## src/rtl/xirq_pkg.sv

```systemverilog
// Shared definitions for the inter-core interrupt hub.
// Assumes a two-bit opcode field on every command port.
package xirq_pkg;
    typedef enum logic [1:0] {
        OP_RAISE  = 2'd0,
        OP_STATUS = 2'd1,
        OP_SOURCE = 2'd2,
        OP_ACK    = 2'd3
    } xirq_op_e;
endpackage

```

## src/rtl/xirq_arbiter.sv

```systemverilog
// Fixed-priority request picker: the lowest index with req high wins.
// Assumes at most one command can be served per cycle. The grant is purely
// combinational; clk/rst_n only time the embedded checks.
module xirq_arbiter #(
    parameter int N_CORES = 4,
    localparam int IDX_W  = (N_CORES > 1) ? $clog2(N_CORES) : 1
) (
    input  logic               clk,
    input  logic               rst_n,
    input  logic [N_CORES-1:0] req,
    output logic [N_CORES-1:0] gnt,
    output logic [IDX_W-1:0]   gnt_idx,
    output logic               gnt_any
);
    // Scan upward and keep the first requester found.
    always_comb begin
        gnt     = '0;
        gnt_idx = '0;
        gnt_any = 1'b0;
        for (int i = 0; i < N_CORES; i++) begin
            if (req[i] && !gnt_any) begin
                gnt[i]  = 1'b1;
                gnt_idx = IDX_W'(i);
                gnt_any = 1'b1;
            end
        end
    end

    assert_single_grant_R9: assert property (@(posedge clk) disable iff (!rst_n)
        $onehot0(gnt) && ((gnt & ~req) == '0));

    for (genvar g = 1; g < N_CORES; g++) begin : g_prio
        assert_lowest_wins_R9: assert property (@(posedge clk) disable iff (!rst_n)
            gnt[g] |-> (req[g-1:0] == '0));
    end
endmodule

```

## src/rtl/xirq_pend_matrix.sv

```systemverilog
// Target-by-sender pending matrix. Row t holds the senders waiting on core t;
// the interrupt line of core t is the OR of its row.
// Assumes set and clear never hit the same bit in one cycle (one command per cycle).
module xirq_pend_matrix #(
    parameter int N_CORES = 4,
    localparam int IDX_W  = (N_CORES > 1) ? $clog2(N_CORES) : 1
) (
    input  logic                       clk,
    input  logic                       rst_n,
    input  logic                       set_en,
    input  logic [IDX_W-1:0]           set_row,
    input  logic [IDX_W-1:0]           set_col,
    input  logic                       clr_en,
    input  logic [IDX_W-1:0]           clr_row,
    input  logic [IDX_W-1:0]           clr_col,
    output logic [N_CORES*N_CORES-1:0] pend_flat,
    output logic [N_CORES-1:0]         irq
);
    logic [N_CORES-1:0] pend_q [N_CORES];

    // Update pending bits on raise and acknowledge; reset empties the matrix.
    always_ff @(posedge clk) begin
        if (!rst_n) begin
            for (int r = 0; r < N_CORES; r++) pend_q[r] <= '0;
        end else begin
            if (set_en) pend_q[set_row][set_col] <= 1'b1;
            if (clr_en) pend_q[clr_row][clr_col] <= 1'b0;
        end
    end

    for (genvar r = 0; r < N_CORES; r++) begin : g_row
        assign pend_flat[r*N_CORES +: N_CORES] = pend_q[r];
        assign irq[r] = |pend_q[r];

        assert_fall_needs_ack_R8: assert property (@(posedge clk) disable iff (!rst_n)
            $fell(irq[r]) |-> $past(clr_en && (clr_row == IDX_W'(r))));
        assert_rise_needs_raise_R2: assert property (@(posedge clk) disable iff (!rst_n)
            $rose(irq[r]) |-> $past(set_en && (set_row == IDX_W'(r))));
    end
endmodule

```

## src/rtl/xirq_readback.sv

```systemverilog
// Per-core readback register: a read result lands in the issuer's slot for
// exactly one cycle; idle slots read as zero.
// Assumes at most one read is accepted per cycle.
module xirq_readback #(
    parameter int N_CORES = 4,
    localparam int IDX_W  = (N_CORES > 1) ? $clog2(N_CORES) : 1
) (
    input  logic                       clk,
    input  logic                       rst_n,
    input  logic                       rd_en,
    input  logic [IDX_W-1:0]           rd_core,
    input  logic [N_CORES-1:0]         rd_word,
    output logic [N_CORES-1:0]         rb_valid,
    output logic [N_CORES*N_CORES-1:0] rb_data
);
    logic [N_CORES-1:0] word_q [N_CORES];
    logic [N_CORES-1:0] valid_q;

    // Load the issuer's slot for one cycle, clear everything else.
    always_ff @(posedge clk) begin
        valid_q <= '0;
        for (int c = 0; c < N_CORES; c++) word_q[c] <= '0;
        if (rst_n && rd_en) begin
            valid_q[rd_core] <= 1'b1;
            word_q[rd_core]  <= rd_word;
        end
    end

    assign rb_valid = valid_q;
    for (genvar c = 0; c < N_CORES; c++) begin : g_slot
        assign rb_data[c*N_CORES +: N_CORES] = word_q[c];
    end

    assert_one_reader_R10: assert property (@(posedge clk) disable iff (!rst_n)
        $onehot0(rb_valid));
    assert_reader_served_R10: assert property (@(posedge clk) disable iff (!rst_n)
        rd_en |=> rb_valid[$past(rd_core)]);
endmodule

```

## src/rtl/xirq_hub.sv

```systemverilog
// Inter-core interrupt hub top: arbitrates per-core command ports, decodes the
// winning command into matrix updates or a readback, and drives irq_o.
// Assumes commands are held on the port until cmd_ready is seen.
module xirq_hub
    import xirq_pkg::*;
#(
    parameter int N_CORES = 4,
    localparam int IDX_W  = (N_CORES > 1) ? $clog2(N_CORES) : 1
) (
    input  logic                       clk,
    input  logic                       rst_n,
    input  logic [N_CORES-1:0]         cmd_valid,
    input  logic [2*N_CORES-1:0]       cmd_op,
    input  logic [IDX_W*N_CORES-1:0]   cmd_arg,
    output logic [N_CORES-1:0]         cmd_ready,
    output logic [N_CORES-1:0]         rb_valid,
    output logic [N_CORES*N_CORES-1:0] rb_data,
    output logic [N_CORES-1:0]         irq_o
);
    localparam logic [IDX_W:0] CORE_LIM = (IDX_W+1)'(N_CORES);

    logic [IDX_W-1:0]           caller;
    logic                       accept;
    xirq_op_e                   op;
    logic [IDX_W-1:0]           arg;
    logic                       arg_ok;
    logic [N_CORES*N_CORES-1:0] pend_flat;
    logic [N_CORES-1:0]         caller_row;
    logic [N_CORES-1:0]         target_row;
    logic                       set_en;
    logic                       clr_en;
    logic                       rd_en;
    logic [N_CORES-1:0]         rd_word;

    xirq_arbiter #(.N_CORES(N_CORES)) u_arb (
        .clk     (clk),
        .rst_n   (rst_n),
        .req     (cmd_valid),
        .gnt     (cmd_ready),
        .gnt_idx (caller),
        .gnt_any (accept)
    );

    // Select the winning command and classify it.
    always_comb begin
        op         = xirq_op_e'(cmd_op[caller*2 +: 2]);
        arg        = cmd_arg[caller*IDX_W +: IDX_W];
        arg_ok     = {1'b0, arg} < CORE_LIM;
        caller_row = pend_flat[caller*N_CORES +: N_CORES];
        target_row = arg_ok ? pend_flat[arg*N_CORES +: N_CORES] : '0;
        set_en     = accept && (op == OP_RAISE) && arg_ok && (arg != caller);
        clr_en     = accept && (op == OP_ACK) && arg_ok;
        rd_en      = accept && ((op == OP_STATUS) || (op == OP_SOURCE));
        rd_word    = (op == OP_SOURCE) ? caller_row
                                       : {{(N_CORES-1){1'b0}}, |target_row};
    end

    xirq_pend_matrix #(.N_CORES(N_CORES)) u_mat (
        .clk       (clk),
        .rst_n     (rst_n),
        .set_en    (set_en),
        .set_row   (arg),
        .set_col   (caller),
        .clr_en    (clr_en),
        .clr_row   (caller),
        .clr_col   (arg),
        .pend_flat (pend_flat),
        .irq       (irq_o)
    );

    xirq_readback #(.N_CORES(N_CORES)) u_rb (
        .clk      (clk),
        .rst_n    (rst_n),
        .rd_en    (rd_en),
        .rd_core  (caller),
        .rd_word  (rd_word),
        .rb_valid (rb_valid),
        .rb_data  (rb_data)
    );

    assert_reset_quiet_R1: assert property (@(posedge clk) disable iff (!rst_n)
        $past(!rst_n) |-> ((irq_o == '0) && (rb_valid == '0)));
    assert_self_raise_ignored_R3: assert property (@(posedge clk) disable iff (!rst_n)
        (accept && (op == OP_RAISE) && (arg == caller)) |=> $stable(irq_o));
    assert_raise_sets_line_R2: assert property (@(posedge clk) disable iff (!rst_n)
        set_en |=> irq_o[$past(arg)]);
    assert_no_ready_when_idle_R9: assert property (@(posedge clk) disable iff (!rst_n)
        (cmd_valid == '0) |-> (cmd_ready == '0));
endmodule

```

## config.mk

```make
export PLATFORM = sky130hd
export DESIGN_NAME = xirq_hub
export DESIGN_NICKNAME = d
export VERILOG_FILES = /design/src/rtl/xirq_pkg.sv /design/src/rtl/xirq_arbiter.sv /design/src/rtl/xirq_pend_matrix.sv /design/src/rtl/xirq_readback.sv /design/src/rtl/xirq_hub.sv
export SDC_FILE = /design/constraint.sdc
export NUM_CORES = 1
export LEC_CHECK = 0
export BUFFER_PORTS_ARGS = -buffer_cell sky130_fd_sc_hd__buf_2
export CORE_MARGIN = 10
export CORE_UTILIZATION = 50
export DETAILED_ROUTE_END_ITERATION = 7
export PLACE_DENSITY = 0.73
export SLEW_MARGIN = 20
export SYNTH_ARGS = -nofsm -noshare
export SYNTH_HDL_FRONTEND = slang
export SYNTH_SLANG_ARGS = --single-unit
```

## constraint.sdc

```tcl
create_clock -name clk -period 9 [get_ports clk]
set_input_delay 0.9 -clock clk [delete_from_list [all_inputs] [get_ports clk]]
set_output_delay 0.9 -clock clk [all_outputs]
set_load 0.01 [all_outputs]
```

=== Yosys cells after proc, flatten, opt, wreduce, memory -nomap -nowiden ===
Memory sizes are Yosys's and may differ from the RTL's.
Index checks and enable logic that the tools add are counted.
W data, S select, Z words.

* Magnitude comparators: 4
* Equal/unequal tests: 4
* Multiplexer cells: 30
* Shift-type cells: 4
* Reduce and logical (&&, ||, !) cells: 22

{| class="wikitable"
|+ Operators with widths
! cell !! number
|-
| $shiftx A16 B5 Y4 || 2
|-
| $mux W4 || 7
|-
| $reduce_or A4 Y1 || 7
|-
| $mux W1 || 17
|-
| $shiftx A8 B4 Y2 || 2
|-
| $logic_and A1 B1 Y1 || 10
|-
| $mux W2 || 4
|-
| $lt A2 B3 Y1 const B || 2
|-
| $demux W1 S2 || 2
|-
| $eq A2 B2 Y1 const B || 2
|-
| $ge A2 B1 Y1 const B || 2
|-
| $logic_not A1 Y1 || 3
|-
| $eq A2 B1 Y1 const B || 1
|-
| $logic_not A2 Y1 || 1
|-
| $ne A2 B2 Y1 || 1
|-
| $logic_or A1 B1 Y1 || 1
|}

* Register bits after elaboration: 4
* Memories: 2
* Output and inout bits: 28
* RAM bits: 32

{| class="wikitable"
|+ Memories
! name !! depth !! bits a word !! read ports !! clocked after Yosys merged registers in !! write ports !! RTL line !! source
|-
| u_mat.pend_q || 4 || 4 || 4 || 0 || 4 || xirq_pend_matrix.sv:19 || <nowiki>logic [N_CORES-1:0] pend_q [N_CORES];</nowiki>
|-
| u_rb.word_q || 4 || 4 || 4 || 0 || 5 || xirq_readback.sv:16 || <nowiki>logic [N_CORES-1:0] word_q [N_CORES];</nowiki>
|}

=== Logic depth before layout (Yosys ltp) ===
Gate-level depths: netlist of the first run.

* Depth after elaboration: 20
* Mapped depth: 14
* Mapped depth without buffers: 13

=== Modules after synthesis ===
From an unflattened synthesis of the first run, not the netlist that was laid out.

* Cells, all modules: 178
* Area, all modules: 1737.9 sq um

{| class="wikitable"
|+ By module, submodules not included
! module !! area an instance (sq um) !! times used !! cells an instance
|-
| xirq_pend_matrix || 767.0 || 1 || 82
|-
| xirq_readback || 521.8 || 1 || 48
|-
| xirq_hub || 387.9 || 1 || 37
|-
| xirq_arbiter || 61.3 || 1 || 11
|}

=== Worst setup path after synthesis of the first run ===
No wires, ideal clock.

* Path type: input port to flip-flop
* Start: in cmd_valid[0]
* End: mem u_mat.pend_q[2][0] (enable)
* Data required time: 8.690 ns
* Arrival time: 3.228 ns
* Cell stages on the path: 13
* Path buffers: 1
* Slack: 5.462 ns
* Library setup time: 0.310 ns
* Cells stage by stage: buf_2 > inv_1 > nand2_1 > clkinv_1 > nand2_1 > and4_1 > inv_1 > ha_1 > nor2b_1 > nand3_1 > o31ai_2 > o211ai_4 > o21ai_0

{| class="wikitable"
|+ RTL lines
! item !! RTL line !! source
|-
| from (decl) || xirq_hub.sv:12 || <nowiki>input logic [N_CORES-1:0] cmd_valid,</nowiki>
|-
| to (decl) || xirq_pend_matrix.sv:19 ||
|}

==> out/summary.md, run 1 <==
Global routing finished with a remaining overflow of 0. The die span in y was 82.3 um; the clock skew after layout was 0.00419 ns. The startpoint of the most critical hold path was u_mat.pend_q[1][2]. Routed wirelength normalized by instance count: 16.6 um. Number of failing hold endpoints at the final stage: 0. The tools report the proportion of synthesized chip area in sequential cells as 0.454. The leakage dissipation came out at 0.987 nW. The run gives 332 as the count of filler cells inserted in the layout. Worst min-delay path class: flip-flop to flip-flop. The synthesized design contains 36 register bits. Proportion of synthesized flip-flops having asynchronous set or reset: 0. Counting every sink on the clock net gives 36.

Summed over all layers, the routed wires come to 5.12 mm. From left edge to right edge, the die measures 82.3 um. The cell count after synthesis came out at 212.

By startpoint and endpoint, the worst setup path is classified as primary input to flip-flop. Growth of design area from synthesis to finish: 18.6%. In the post-synthesis netlist, the biggest area contributors are edfxtp_1, dfxtp_1, nor2_1, nand2_1, a21oi_1. The worst setup path is captured at a flip-flop. The detail route stage leaves a number of antenna-violating nets equal to 0. The tools report the required time at the endpoint of the critical path as 8.99 ns.

In this run, post-CTS hold repair placed 0 buffers. The worst-case IR drop observed on VDD is 0.000120 V. Pin placement for this block handled 50 I/O pins. TritonCTS built the clock tree. Of all nets on the critical path, the largest fanout is 17. The max-cap check violation count is 0.

The share of the clock period used by the worst path works out to 0.411. Counting along the longest clock path gives a buffer depth of 2. For the final routed database, the setup TNS stands at 0 ns.

The top cell types in the final layout, fill and taps aside, are buf_2, nor2_1, nand2_1. Across all setup checks in the final design, the least slack found is 5.30 ns. Timing would allow up to 270 MHz. The number of gates resized after CTS was 0. The clock tree synthesis step divided the H-tree into 2 levels.

The first global-routing pass estimated 7.95 mm of wire. The logs give 5 for the number of detailed-routing iterations run before antenna repair and 0 for the final setup violation count. The logs give 107 for the detailed router's first-iteration violation count and 4.03 mm for the HPWL reported at the end of detailed placement. Clock latency on the worst-skew pair, taken at its later pin, is 0.29 ns. The number of core rows was 22; the number of nets in the layout was 284.

In the routed design, unresolved DRC markers number 0. In this run, distinct cell masters in the synthesized netlist total 50. The power density over the cells came out at 166 nW/um^2.

In the synthesized netlist the dominant register cell turns out to be dfxtp_1. The die covers 6780 um^2. The cell area after synthesis was 1940 um^2. The root cell of the clock tree is clkbuf_8. The overall track demand over capacity in global routing is 0.153. Input and output buffers added on the ports amount to 49. The logs give 0 for the initial antenna violation count and 3720 um^2 for the core region area. The transition time at the pin with the least slew margin was 0.704 ns. STA classifies the critical path startpoint as a primary input. The vias per cell is 5.69, and the number of synthesis warnings is 0. Prior to clock tree synthesis, the placed netlist has a worst setup slack of 5.04 ns. At the worst endpoint, the arrival time is 3.69 ns. The effective utilization at floorplan is 0.523, and the number of inserted diodes is 0.

Entering global routing, the biggest net connects 27 pins. The flow ran to the end, and the final reports show no timing, DRC or antenna violations. The post-route minimum period was 3.70 ns. The cell accounting for the most synthesized area was edfxtp_1. The number of max-slew violations in the final report was 0; the fraction of final layout cells sized beyond drive strength 1 was 0.273. In this run the post-CTS setup repair buffer count came out at 0. The final route contains 1,754 vias. Routability-driven placement finished with a final weighted congestion of 0.963. In this run, CTS created clock tree buffers numbering 5.

The worst register-to-register path begins at u_mat.pend_q[0][1]. The run gives 1,608 as the via count of the first global-routing pass. The clock transition at the register clock pins on the worst setup and hold paths after CTS was 0.07 ns. Leaving out fill and tap cells, the most frequent cell in the layout is buf_2.

Tracing the worst setup path back leads to its startpoint at cmd_valid[2]. Counting flops with a built-in enable in the synthesized netlist gives 16. The remaining max-slew budget at the tightest pin was 0.527.

The fraction of post-synthesis cell area in the top cell type by area works out to 0.247. Setup repair after global routing left no endpoint under its margin. The mean instance size in the synthesized netlist came out at 9.16 um^2.
==> power breakdown <==
group	internal [mW]	leakage, nW	total, mW	switching (mW)
sequential	0.180	0.314	0.185	0.00428
clock	0.0709	0.0566	0.128	0.0571
combinational	0.0234	0.617	0.0685	0.0451
==> area by class of cell <==
class                   instances  area (um^2)  share of cell area
repair buffers                 49          245               0.107
well taps                      48         60.1              0.0261
clock buffers                   6         93.8              0.0408
clock inverters                 2         11.3             0.00489
inverters                      10         42.5              0.0185
flip-flops and latches         36          881               0.383
multi-input cells             157          968               0.421
==> final timing paths <==
kind / to / slack [ns] / cells past startpoint
max: u_mat.pend_q[2][0] / 5.30 / 12
min: u_rb.word_q[2][2] / 0.77 / 4
max reg2reg: u_rb.word_q[3][0] / 6.89 / 5
min reg2reg: u_rb.word_q[2][2] / 0.77 / 4
==> state kept, by name, summed over array words and instances (netlist names) <==
register	flops
u_rb.rb_valid	4
u_mat.pend_q	16
u_rb.word_q	16
==> cell usage after synthesis, drive strengths merged, types with 5 or more instances <==
cell	instances
o21ai	15
nand3	9
edfxtp	16
inv	9
dfxtp	20
buf	5
nor3	10
o31ai	8
nor2	29
a22oi	5
a21oi	12
clkbuf	6
nand2	25
==> cells by family (layout without fill, tap and decap cells) <==
group	after synthesis	after routing	share of synthesized area
AND/OR/NAND/NOR	97	97	0.245
AO/OA/AOI/OAI	54	54	0.229
flip-flops	36	36	0.454
buffers and inverters	21	67	0.0515
adder cells (fa/ha/maj)	3	3	0.0193
other	1	3	0.00193
==> metrics by stage <==
stage               utilization  hold WS [ns]  std cells  power, mW  cell area [um^2]
floorplan                     -         0.630        214      0.236              1950
global placement          0.591         0.741        300      0.255              2200
detailed placement        0.591         0.757        300      0.256              2200
CTS                       0.620         0.769        308      0.384              2300
global route              0.620         0.823        308      0.400              2300
finish                    0.620         0.766        308      0.381              2300
==> layer usage <==
metal	share of wire	vias up	wire (um)	track usage
met5	0	-	0	0
met4	0.014	0	73	0.0476
met3	0.10	8	534	0.0572
met2	0.46	79	2360	0.241
met1	0.42	809	2160	0.190
li1	-	858	-	-
==> critical path, stage by stage <==
cell and delay [ns]:
buf_2 0.24, nor3_1 0.13, or2_1 0.34, nand2_1 0.12, and4_1 0.24, inv_1 0.08, ha_1 0.25, nor2b_1 0.20
nand3_1 0.15, o31ai_2 0.61, o211ai_4 0.20, o21ai_0 0.23
Power figures use the tool's default switching activity.
==> inputs of run 2 (changes only) <==
Clock period 9 ns to 3.9 ns, I/O delays scaled along.
==> run 2 against run 1 <==
Global-route usage up 0.26 points; sequential share of layout area down 0.12 points; sequential cell count unchanged; die area unchanged; largest power group unchanged.
==> out/summary.md, run 2 (synthesis gave the netlist of run 1 again) <==
The power density over the cells is 382 nW/um^2 (was 166 nW/um^2). The run gives 6780 um^2 (unchanged) as the floorplan die area. TritonCTS built the clock tree. The count of unresolved DRC violations after routing is 0 (unchanged). The cell area after layout came out at 2310 um^2 (was 2300 um^2).

The logs give 0.635 mW (was 0.275 mW) for the cell-internal power and 0.334 (was 0.336) for the clock group share of total power. The routed wirelength normalized by instance count is 17.1 um (was 16.6 um). The run finished with clean final reports. The root cell of the clock tree was clkbuf_8 (unchanged). The power share of the combinational group is 0.182 (was 0.180), and the final wirelength is 5.29 mm (was 5.12 mm). For the worst supply voltage drop on vdd, the log shows 0.000377 V (was 0.000120 V).

The core region area was 3720 um^2 (unchanged). HPWL reported at the end of detailed placement: 4.09 mm (was 4.03 mm). The share of the clock period used by the worst path works out to 0.807. The via count of the first global-routing pass is 1,652 (was 1,608), and the post-CTS setup buffer count is 0 (unchanged). The run gives 50 (unchanged) as the number of ports placed on the die boundary. Most frequent cells in the layout: buf_2, nor2_1, nand2_1 (unchanged). The quantity of I/O buffers inserted on ports was 49 (unchanged); the number of nets in the layout was 285 (was 284). The effective utilization at floorplan was 0.523 (unchanged); the transition time at the pin with the least slew margin was 0.684 ns (was 0.704 ns). The highest-delay cell along the critical path was a211o_4 (was o31ai_2).

The run gives 36 (unchanged) as the total number of clock tree sinks. The switching component of the power is 0.247 mW (was 0.106 mW). The number of max-slew violations in the final report is 0 (unchanged). The run gives 0 (unchanged) as the final setup violation count.

Critical path cell sequence: buf_2, inv_1, nand2_1, clkinv_1, nand2_1, and4_1, inv_1, ha_1, nor2b_1, nand3_1, a211o_4, inv_6, a22oi_4, o31ai_1 (was buf_2, nor3_1, or2_1, nand2_1, and4_1, inv_1, ha_1, nor2b_1, nand3_1, o31ai_2, o211ai_4, o21ai_0). Worst slack at placement: 0.552 ns (was 5.04 ns). The worst min-delay path class is primary input to flip-flop (was flip-flop to flip-flop).

Detailed router's first-iteration violation count: 165 (was 107). The logs give 0.544 (was 0.527) for the remaining max-slew budget at the tightest pin and 0.00182 ns (was 0.00419 ns) for the clock skew after layout. Overall track demand over capacity in global routing: 0.156 (was 0.153). For the overall via count from detail_route, the log shows 1,746 (was 1,754). The overall power after layout is 0.883 mW (was 0.381 mW).

The tools report the smallest setup slack after layout as 0.755 ns (was 5.30 ns). Remaining antenna violation count: 0 (unchanged). The sum of negative setup slack was 0 ns (unchanged). The count of buffering cells on the critical path with inverters included was 5 (was 2); the count of cells resized by post-cts repair was 0 (unchanged). The tools report the startpoint class of the critical path as a primary input (unchanged). The arrival time reported for the critical path endpoint is 3.12 ns (was 3.69 ns). The leakage dissipation was 0.993 nW (was 0.987 nW); the first-pass GRT wire length was 8.18 mm (was 7.95 mm). The number of failing hold endpoints at the final stage came out at 0 (unchanged). Count of filler cells inserted in the layout: 326 (was 332). The run gives 0.893 (was 0.963) as the final RePlAce weighted congestion. Setup repair after global routing left no endpoint under its margin. Nature of the critical path endpoint: a flip-flop (unchanged). The total congestion overflow was 0 (unchanged); the largest net degree at the start of global routing was 27 (unchanged). The run gives 22 (unchanged) as the number of core rows. Initial antenna violation count: 0 (unchanged). The cell class contributing the biggest share of worst-path delay is simple AND/OR/NAND/NOR gates (unchanged). Based on the critical path, the design can be clocked at up to 318 MHz. The max-cap check violation count came out at 0 (unchanged).

The clock transition at the register clock pins on the worst setup and hold paths after CTS was 0.07 ns (about the same); the number of hold-repair buffers added at the cts stage was 0 (unchanged). The fraction of final layout cells sized beyond drive strength 1 works out to 0.276 (was 0.273). The sequential group share of total power was 0.484 (was 0.485); the clock latency at the later pin of the worst-skew pair was 0.28 ns (was 0.29 ns). Type of the setup path with the least slack: primary input to flip-flop (unchanged).

The proportion of total power due to net switching was 0.280 (was 0.279); the cell area reported after detailed placement was 2200 um^2 (about the same). The run gives 0 (unchanged) as the number of inserted diodes. The growth of design area from synthesis to finish was 18.9% (was 18.6%); the number of detailed-routing iterations run before antenna repair was 5 (unchanged). The H-tree level count was 2 (unchanged); the post-route minimum period was 3.15 ns. The die span in y works out to 82.3 um (unchanged). The maximum root-to-sink buffer count was 2 (unchanged). Number of buffers added by the clock tree synthesis step: 5 (unchanged). The vias per cell was 5.65 (was 5.69). The largest fanout on the critical path was 15 (was 17). The most common library cell in the layout ignoring fill and taps was buf_2 (unchanged).

The maximum cell stage delay along the critical path was 0.37 ns (was 0.61 ns). Die extent in x: 82.3 um (unchanged). Required time at the endpoint of the critical path: 3.87 ns (was 8.99 ns).
[run 2: cell types whose count changed in the layout (fill, tap and decap cells not counted)]
cell   before  now
buf_4       0    1
[run 2: final cells by class]
type / count / area, um^2 / share of cell area
clock buffer: 6 / 93.8 / 0.0406
inverter: 10 / 42.5 / 0.0184
clock inverter: 2 / 11.3 / 0.00488
multi-input combinational: 157 / 968 / 0.419
timing repair buffer: 50 / 253 / 0.109
sequential: 36 / 881 / 0.381
tap: 48 / 60.1 / 0.0260
[run 2: power groups by stage]
| stage | clock [mW] | sequential (mW) | combinational [mW] |
|---|---|---|---|
| global placement | 0 | 0.434 | 0.157 |
| floorplan | 0 | 0.433 | 0.111 |
| finish | 0.295 | 0.427 | 0.161 |
| detailed placement | 0 | 0.435 | 0.158 |
| global route | 0.316 | 0.429 | 0.177 |
| CTS | 0.300 | 0.427 | 0.159 |
[run 2: routing by layer]
layer,vias up,share of wire,track usage
met5,-,0,0
met4,0,0.026,0.0663
met3,20,0.12,0.0529
met2,107,0.45,0.240
met1,764,0.40,0.194
li1,855,-,-
[run 2: final timing paths]
check	from	end	slack (ns)	cells after the start
min	rst_n	u_mat.pend_q[1][1]	0.62	2
max	cmd_valid[0]	u_mat.pend_q[1][3]	0.75	14
max reg2reg	u_mat.pend_q[0][1]	u_rb.word_q[3][0]	1.86	5
min reg2reg	u_mat.pend_q[1][1]	u_rb.word_q[2][1]	0.76	4
[run 2: through the flow]
stage | utilization | std cells | hold WS [ns]
2_1_floorplan | - | 214 | 0.630
3_3_place_gp | 0.593 | 301 | 0.738
3_5_place_dp | 0.593 | 301 | 0.734
4_1_cts | 0.622 | 309 | 0.594
5_1_grt | 0.622 | 309 | 0.651
6_report | 0.622 | 309 | 0.616
==> inputs of run 3 (changes only) <==
Settings changed: CORE_UTILIZATION 50 to 47, PLACE_DENSITY 0.73 to 0.72.
Clock period 3.9 ns to 2.79 ns, I/O delays scaled along.
==> run 3 against run 2 <==
Combinational power up 52%; sequential cell count unchanged; total power grew 42%; register-to-register slack worse by 1.0 ns; final cell count is 6.5% higher; routed wire length decreased by 3.4%; largest power group unchanged.
==> out/summary.md, run 3 (synthesis gave the netlist of run 1 again) <==
The effective utilization at floorplan was 0.485 (was 0.523). For the number of failing hold endpoints at the final stage, the log shows 0 (unchanged). The worst setup path startpoint was cmd_valid[1] (was cmd_valid[0]). The achievable clock frequency was 396 MHz; the worst slack at placement was -0.00175 ns (was 0.552 ns). The overall power after layout was 1.25 mW (was 0.883 mW). The tools report the nature of the critical path endpoint as a flip-flop (unchanged). The number of buffers added by the clock tree synthesis step is 5 (unchanged), and the largest fanout on the critical path is 11 (was 15). Type of the setup path with the least slack: primary input to flip-flop (unchanged). The tools report the destination of the critical timing path as u_mat.pend_q[1][3] (unchanged).

For the required time at the endpoint of the critical path, the log shows 2.77 ns (was 3.87 ns). The startpoint class of the critical path was a primary input (unchanged). The clock period could shrink to 2.52 ns.

The detailed router's first-iteration violation count came out at 105 (was 165). The run finished with clean final reports. The tools report the maximum root-to-sink buffer count as 2 (unchanged). The clock transition at the register clock pins on the worst setup and hold paths after CTS is 0.07 ns (about the same), and the quantity of I/O buffers inserted on ports is 49 (unchanged). For the final RePlAce weighted congestion, the log shows 0.873 (was 0.893).

H-tree level count: 2 (unchanged). The tools report the clock skew after layout as 0.00368 ns (was 0.00182 ns). The root cell of the clock tree is clkbuf_8 (unchanged). The count of cells resized by post-cts repair came out at 0 (unchanged). The run gives 0.563 (was 0.544) as the remaining max-slew budget at the tightest pin. The power density over the cells came out at 511 nW/um^2 (was 382 nW/um^2). The highest-delay cell along the critical path was a211o_4 (unchanged).

The tools report the core region area as 4000 um^2 (was 3720 um^2). The number of max-slew violations in the final report is 0 (unchanged), and the first-pass GRT wire length is 8.54 mm (was 8.18 mm). The number of hold-repair buffers added at the cts stage is 0 (unchanged), and the share of the clock period used by the worst path is 0.904.

The vias per cell works out to 5.46 (was 5.65). Most common library cell in the layout ignoring fill and taps: buf_2 (unchanged). The count of filler cells inserted in the layout is 369 (was 326), and the number of core rows is 23 (was 22). The logs give 0.267 ns (was 0.755 ns) for the smallest setup slack after layout and 0 (unchanged) for the final setup violation count.

The remaining antenna violation count was 0 (unchanged); the routed wirelength normalized by instance count was 15.5 um (was 17.1 um). The number of cells on the critical path was 13 (was 14). The worst min-delay path class is primary input to flip-flop (unchanged). The die extent in x was 84.3 um (was 82.3 um).

The number of ports placed on the die boundary was 50 (unchanged); the largest net degree at the start of global routing was 27 (unchanged). The logs give 0.143 (was 0.156) for the overall track demand over capacity in global routing and 0 (unchanged) for the max-cap check violation count. Most frequent cells in the layout: buf_2, nor2_1, nand2_1 (unchanged). The number of inserted diodes is 0 (unchanged), and the fraction of final layout cells sized beyond drive strength 1 is 0.333 (was 0.276). The capturing point of the worst reg2reg path is u_rb.word_q[1][0] (was u_rb.word_q[3][0]). The number of detailed-routing iterations run before antenna repair was 4 (was 5).

Slack of the worst reg-to-reg path: 0.83 ns (was 1.86 ns). Count of buffering cells on the critical path with inverters included: 3 (was 5). Critical path cell sequence: buf_2, nor3_1, or2_1, nand2_1, and4_1, inv_1, ha_2, nor2b_1, nand3_1, a211o_4, inv_8, a21boi_4, o31ai_1 (was buf_2, inv_1, nand2_1, clkinv_1, nand2_1, and4_1, inv_1, ha_1, nor2b_1, nand3_1, a211o_4, inv_6, a22oi_4, o31ai_1). The run gives 0.000259 V (was 0.000377 V) as the worst supply voltage drop on vdd. The logs give 303 (was 285) for the number of nets in the layout and 0 (unchanged) for the initial antenna violation count. TritonCTS built the clock tree. Startpoint of the most critical hold path: cmd_valid[0] (was rst_n).

The logs give 1,795 (was 1,746) for the overall via count from detail_route and 0 (unchanged) for the post-CTS setup buffer count. The clock latency at the later pin of the worst-skew pair was 0.28 ns (about the same); the growth of design area from synthesis to finish was 26.5% (was 18.9%). The start of the worst register-to-register path is u_mat.pend_q[0][2] (was u_mat.pend_q[0][1]). The leakage dissipation is 1.08 nW (was 0.993 nW), and the transition time at the pin with the least slew margin is 0.655 ns (was 0.684 ns). The cell class contributing the biggest share of worst-path delay was simple AND/OR/NAND/NOR gates (unchanged). The logs give 4.10 mm (was 4.09 mm) for the HPWL reported at the end of detailed placement and 1,788 (was 1,652) for the via count of the first global-routing pass.

The final wirelength was 5.11 mm (was 5.29 mm); the total congestion overflow was 0 (unchanged). The total number of clock tree sinks is 36 (unchanged). Floorplan die area: 7100 um^2 (was 6780 um^2). The count of unresolved DRC violations after routing is 0 (unchanged). The maximum cell stage delay along the critical path works out to 0.40 ns (was 0.37 ns).

Arrival time reported for the critical path endpoint: 2.50 ns (was 3.12 ns). Setup repair after global routing left no endpoint under its margin. The number of cells on the worst reg-to-reg path works out to 5 (unchanged). The die span in y was 84.3 um (was 82.3 um).
[run 3: stage by stage]
stage               area, um^2  TNS [ns]  hold slack (ns)   util  instances
finish                    2460         0            0.412  0.614        329
detailed placement        2350  -0.00302            0.677  0.588        321
global route              2460         0            0.463  0.614        329
global placement          2350         0            0.676  0.588        321
CTS                       2460         0            0.416  0.614        329
floorplan                 1970         0            0.583      -        214
[run 3: where the power goes]
group	switching [mW]	internal, mW	leakage, nW
combinational	0.149	0.0962	0.712
clock	0.183	0.229	0.0566
sequential	0.0147	0.582	0.314
total	0.347	0.907	1.08
[run 3: metal layers]
layer,up-vias,global-route usage,wire (um)
met2,69,0.239,2430
li1,894,-,-
met3,7,0.0502,439
met1,825,0.168,2170
met5,-,0,0
met4,0,0.0396,64
[run 3: worst min path at each step]
stage	end	slack (ns)	cells after the start
6_report	u_rb.word_q[0][3]	0.41	3
2_1_floorplan	rb_data[0]	0.58	0
5_1_grt	u_rb.word_q[0][1]	0.46	3
4_1_cts	u_rb.word_q[0][3]	0.42	3
3_5_place_dp	rb_data[10]	0.68	1
3_3_place_gp	u_rb.word_q[2][3]	0.68	4
[run 3: final cells by class]
class / instances / area (um^2) / share of cell area
well taps: 50 / 62.6 / 0.0255
clock inverters: 2 / 11.3 / 0.00458
inverters: 10 / 46.3 / 0.0188
repair buffers: 68 / 388 / 0.158
flip-flops and latches: 36 / 881 / 0.359
clock buffers: 6 / 93.8 / 0.0382
multi-input cells: 157 / 973 / 0.396
[run 3: worst reg2reg max path, delay by kind of cell, from the launching register on]
| family | cells | cell delay, ns |
|---|---|---|
| simple gates | 4 | 0.93 |
| compound gates | 1 | 0.48 |
| flops | 1 | 0.41 |
